### src/rtl/addr_dec_pkg.sv
package addr_dec_pkg;
  typedef struct packed {
    logic ramHit;
    logic devHit;
    logic portHit;
    logic unusedHit;
    logic shadowWr;
  } decStrobes_t;
endpackage

### src/rtl/addr_dec_ctrl.sv
module addr_dec_ctrl
  import addr_dec_pkg::*;
#(
  parameter int ADDR_W = 16,
  parameter int WIN_BITS = 2,
  parameter bit RAM_BEHIND_WIN = 1'b1
) (
  input  logic [ADDR_W-1:0] addr,
  input  logic              memReq,
  input  logic              ioReq,
  input  logic              rdStrobe,
  input  logic              wrStrobe,
  input  logic              shadowOn,
  output decStrobes_t       strobes
);
  localparam int WIN_LSB = ADDR_W - WIN_BITS;

  logic memCyc, ioCyc, inWin, oddPort;

  always_comb begin
    memCyc  = memReq & ~ioReq;
    ioCyc   = ioReq & ~memReq;
    inWin   = &addr[ADDR_W-1:WIN_LSB];
    oddPort = addr[0];

    strobes.devHit    = memCyc & inWin & shadowOn;
    strobes.ramHit    = memCyc & (~inWin | (~shadowOn & RAM_BEHIND_WIN));
    strobes.unusedHit = memCyc & inWin & ~shadowOn & ~RAM_BEHIND_WIN;
    strobes.portHit   = ioCyc & rdStrobe & ~oddPort;
    strobes.shadowWr  = ioCyc & wrStrobe & oddPort;
  end
endmodule

### src/rtl/addr_dec_dp.sv
module addr_dec_dp
  import addr_dec_pkg::*;
(
  input  logic        clk,
  input  logic        rstN,
  input  decStrobes_t strobes,
  input  logic        wrBit,
  output logic        shadowOn,
  output logic        ramSel,
  output logic        devSel,
  output logic        portSel,
  output logic        unusedHit
);
  always_ff @(posedge clk) begin
    if (!rstN) begin
      shadowOn  <= 1'b1;
      ramSel    <= 1'b0;
      devSel    <= 1'b0;
      portSel   <= 1'b0;
      unusedHit <= 1'b0;
    end else begin
      if (strobes.shadowWr) shadowOn <= wrBit;
      ramSel    <= strobes.ramHit;
      devSel    <= strobes.devHit;
      portSel   <= strobes.portHit;
      unusedHit <= strobes.unusedHit;
    end
  end

  // the registered enables never overlap
  assert_onehot_R10: assert property (@(posedge clk) disable iff (!rstN)
    $onehot0({ramSel, devSel, portSel, unusedHit}));

  // the shadow changes only on a shadow write
  assert_shadow_hold_R7: assert property (@(posedge clk) disable iff (!rstN)
    !strobes.shadowWr |=> $stable(shadowOn));
endmodule

### src/rtl/addr_dec.sv
module addr_dec
  import addr_dec_pkg::*;
#(
  parameter int ADDR_W = 16,
  parameter int DATA_W = 8,
  parameter int WIN_BITS = 2,
  parameter bit RAM_BEHIND_WIN = 1'b1
) (
  input  logic              clk,
  input  logic              rstN,
  input  logic [ADDR_W-1:0] addr,
  input  logic [DATA_W-1:0] wrData,
  input  logic              memReq,
  input  logic              ioReq,
  input  logic              rdStrobe,
  input  logic              wrStrobe,
  output logic              ramSel,
  output logic              devSel,
  output logic              portSel,
  output logic              unusedHit
);
  decStrobes_t strobes;
  logic shadowOn;

  addr_dec_ctrl #(
    .ADDR_W(ADDR_W), .WIN_BITS(WIN_BITS), .RAM_BEHIND_WIN(RAM_BEHIND_WIN)
  ) u_ctrl (
    .addr(addr), .memReq(memReq), .ioReq(ioReq), .rdStrobe(rdStrobe),
    .wrStrobe(wrStrobe), .shadowOn(shadowOn), .strobes(strobes)
  );

  addr_dec_dp u_dp (
    .clk(clk), .rstN(rstN), .strobes(strobes), .wrBit(wrData[0]),
    .shadowOn(shadowOn), .ramSel(ramSel), .devSel(devSel),
    .portSel(portSel), .unusedHit(unusedHit)
  );

  // a strobe clash selects nothing
  assert_clash_R2: assert property (@(posedge clk) disable iff (!rstN)
    (memReq && ioReq) |=> !(ramSel || devSel || portSel || unusedHit));

  // the port enable needs an even I/O read
  assert_port_R6: assert property (@(posedge clk) disable iff (!rstN)
    portSel |-> $past(ioReq && !memReq && rdStrobe && !addr[0]));

  // RAM and the device only answer memory cycles
  assert_mem_only_R5: assert property (@(posedge clk) disable iff (!rstN)
    (ramSel || devSel) |-> $past(memReq && !ioReq));

  // the device only answers inside the window
  assert_dev_window_R3: assert property (@(posedge clk) disable iff (!rstN)
    devSel |-> $past(&addr[ADDR_W-1:ADDR_W-WIN_BITS]));

  // an out-of-window memory cycle goes to RAM
  assert_ram_low_R4: assert property (@(posedge clk) disable iff (!rstN)
    (memReq && !ioReq && !(&addr[ADDR_W-1:ADDR_W-WIN_BITS])) |=> ramSel);
endmodule

### config.mk
export PLATFORM = sky130hd
export DESIGN_NAME = addr_dec
export DESIGN_NICKNAME = d
export VERILOG_FILES = /design/src/rtl/addr_dec_pkg.sv /design/src/rtl/addr_dec_ctrl.sv /design/src/rtl/addr_dec_dp.sv /design/src/rtl/addr_dec.sv
export SDC_FILE = /design/constraint.sdc
export NUM_CORES = 1
export LEC_CHECK = 0
export CORE_AREA = 2 2 39 41
export CTS_CLUSTER_SIZE = 10
export DETAILED_ROUTE_END_ITERATION = 16
export DIE_AREA = 0 0 41 43
export DONT_BUFFER_PORTS = 1
export PLACE_DENSITY = 0.3
export SLEW_MARGIN = 20
export SYNTH_ARGS = -nofsm -noshare
export SYNTH_HDL_FRONTEND = slang
export SYNTH_SLANG_ARGS = --single-unit
### constraint.sdc
create_clock -name clk -period 1 [get_ports clk]
set_clock_uncertainty 0.1 [all_clocks]
set_input_delay 0.1 -clock clk [delete_from_list [all_inputs] [get_ports clk]]
set_output_delay 0.1 -clock clk [all_outputs]
set_load 0.1 [all_outputs]
==> run summary <==
Reg-to-Reg Start: u_dp.shadowOn
global route total overflow: 0
CP Class: input pin to flop
Placeable Area: 1380 sq um
Core Util, Final: 25.9%
Pwr Total: 460 uW
vias per cell: 3.67
Distinct cells, synth: 11
first-pass GRT wire length: 703 um
total wire length: 505 um
post-synthesis cell area: 158 sq um
H-tree levels: 1
FF+latch count, synth: 4
clk slew on worst S/H paths: 0.03 ns
max-slew violations: 0
sequential area share after synthesis: 50.8%
CP Launch Type: input pin
worst vdd ir: 0.411 mV
crit path cell chain: dlygate4sd3_1 > nand4b_1 > mux2i_1
final estimated routing congestion in global placement: 0.533
Initial DRC Count: 1
largest net degree at the start of global routing: 4
I/O Pins: 34
dominant cells by area after synthesis: dfxtp_1 (51%), nor2b_1 (12%), mux2i_1 (6.3%)
port bufs: 0
post-route cell area: 358 sq um
cell taking the most area after synthesis: dfxtp_1
grt met1 use: 3.19%
antenna cells: 0
first-pass iteration count of the detailed router: 2
commonest non-fill, non-tap cell in the layout: dlygate4sd3_1
Power Internal: 343 uW
Pleak: 0.000156 uW
area taken by multi-input logic gates: 76.3 sq um
Worst setup EP type: flop
CP startpoint: addr[0]
combinational power share: 21.0%
Syn Area/Cell: 9.85 sq um
Max Freq: 1.05 GHz
initial antenna violation count: 0
top-area cell type share of the netlist area: 50.8%
fill cell count: 145
WP data arrival: 0.96 ns
Switch Pwr: 118 uW
Flop pwr share: 36.5%
most used routing layer: met2
Hold Path Class: input pin to flop
Power Density: 1290 nW/um^2
reg-to-reg slack, setup: 0.22 ns
RSZ-0062 raised after global routing: no
final worst path period need: 0.949 ns
max cap viols: 0
DP Area: 234 sq um
Final Non-Filler Cells: 46
nets@finish: 62
Rows: 14
CTS tree: done
M3 GR Usage: 6.81%
Hold Startpoint: rstN
status: complete, no violations
critical path's slowest cell: dlygate4sd3_1
via count: 169
Setup Buffers After CTS: 0
setup TNS: 0 ns
vias in the first global route: 194
Die Wd: 41 um
Routed Antenna Nets: 0
Mapped Cells: 16
CTS sink cnt: 4
DR DRC count: 0
CP required: 1.01 ns
fin crit share: 94.9%
Root Driver: clkbuf_4
Yosys warnings: 0
CP peak stage delay: 0.58 ns
placed insts: 34
share of cells above drive strength 1: 33.3%
total CTS buffers: 3
GRT Overall Usage: 6.91%
clock latency on the worst-skew pair: 0.23 ns
Layout area overhead: 127%
CP Max Fanout: 2
Die H: 43 um
Hold Vio Cnt, Final: 0
most frequent cells in the layout: dlygate4sd3_1 (7), nor2b_1 (3), clkbuf_4 (3), buf_12 (3), dfxtp_2 (3)
Clk pwr share: 42.5%
M2 GR Usage: 13.4%
initial core utilization: 11.4%
Max clock buf depth: 2
FF/Latch Area: 83.8 sq um
routed len/inst: 11.0 um
Sw Ratio: 25.5%
final setup violating endpoints: 0
synthesized net count: 46
die area: 1760 sq um
==> flip-flops by register name (all words and copies together) (netlist names) <==
name / flops
u_dp.ramSel: 1
u_dp.shadowOn: 1
u_dp.devSel: 1
u_dp.portSel: 1
==> through the flow <==
step           setup slack (ns)  hold slack (ns)
2_1_floorplan             0.174           0.0684
3_3_place_gp              0.247           0.0753
3_5_place_dp              0.219           0.0755
4_1_cts                  0.0462          0.00382
5_1_grt                  0.0199          0.00189
6_report                 0.0507           0.0131
==> worst max-delay path, delay by kind of cell <==
family | cells | cell delay (ns)
simple gates | 1 | 0.14
mux | 1 | 0.14
buf+inv | 1 | 0.58
==> cells by family after synthesis <==
family | synth area share, %
other | 2.38
and+or+nand+nor | 35.7
DFF | 50.8
muxes | 6.35
buffers and inverters | 4.76
==> power groups by stage <==
stage | Sequential [uW] | Combinational [uW] | Clock, uW
3_5_place_dp | 170 | 61.8 | 0
4_1_cts | 168 | 91.6 | 212
2_1_floorplan | 190 | 30.1 | 0
3_3_place_gp | 170 | 60.8 | 0
6_report | 168 | 96.7 | 196
5_1_grt | 168 | 102 | 223
==> per-layer routing <==
| metal | up-vias | wire length, um |
|---|---|---|
| met5 | - | 0 |
| met4 | 0 | 0 |
| met3 | 0 | 60 |
| met2 | 13 | 268 |
| met1 | 74 | 176 |
| li1 | 82 | - |
==> cells in the mapped netlist (all sizes together) <==
cell type / number
nor2b: 3
nand4b: 1
nor4b: 1
conb: 1
nand3b: 1
nand2: 1
dfxtp: 4
mux2i: 1
buf: 1
nor2: 1
nand3: 1
==> path summary, 6_finish.rpt <==
path / endpoint / depth (start not counted)
worst max register to register: u_dp.ramSel / 2
worst max-delay path: u_dp.shadowOn / 3
worst min-delay path: u_dp.shadowOn / 2
worst min register to register: u_dp.devSel / 2
==> layout make-up <==
cell class | count | area share [%]
timing repair buffer | 12 | 43.4
sequential | 4 | 23.4
multi-input combinational | 11 | 21.3
clock buffer | 3 | 6.29
tap | 16 | 5.59
==> what timing repair did <==
| item | 4_1_cts | 5_1_grt |
|---|---|---|
| hold buffers | 9 | 0 |
| setup endpoints to repair | 0 | 1 |
| endpoints found under the hold margin | 4 | 0 |
| resized for setup | 0 | 3 |
No activity file was read; power rests on OpenSTA's default activity.
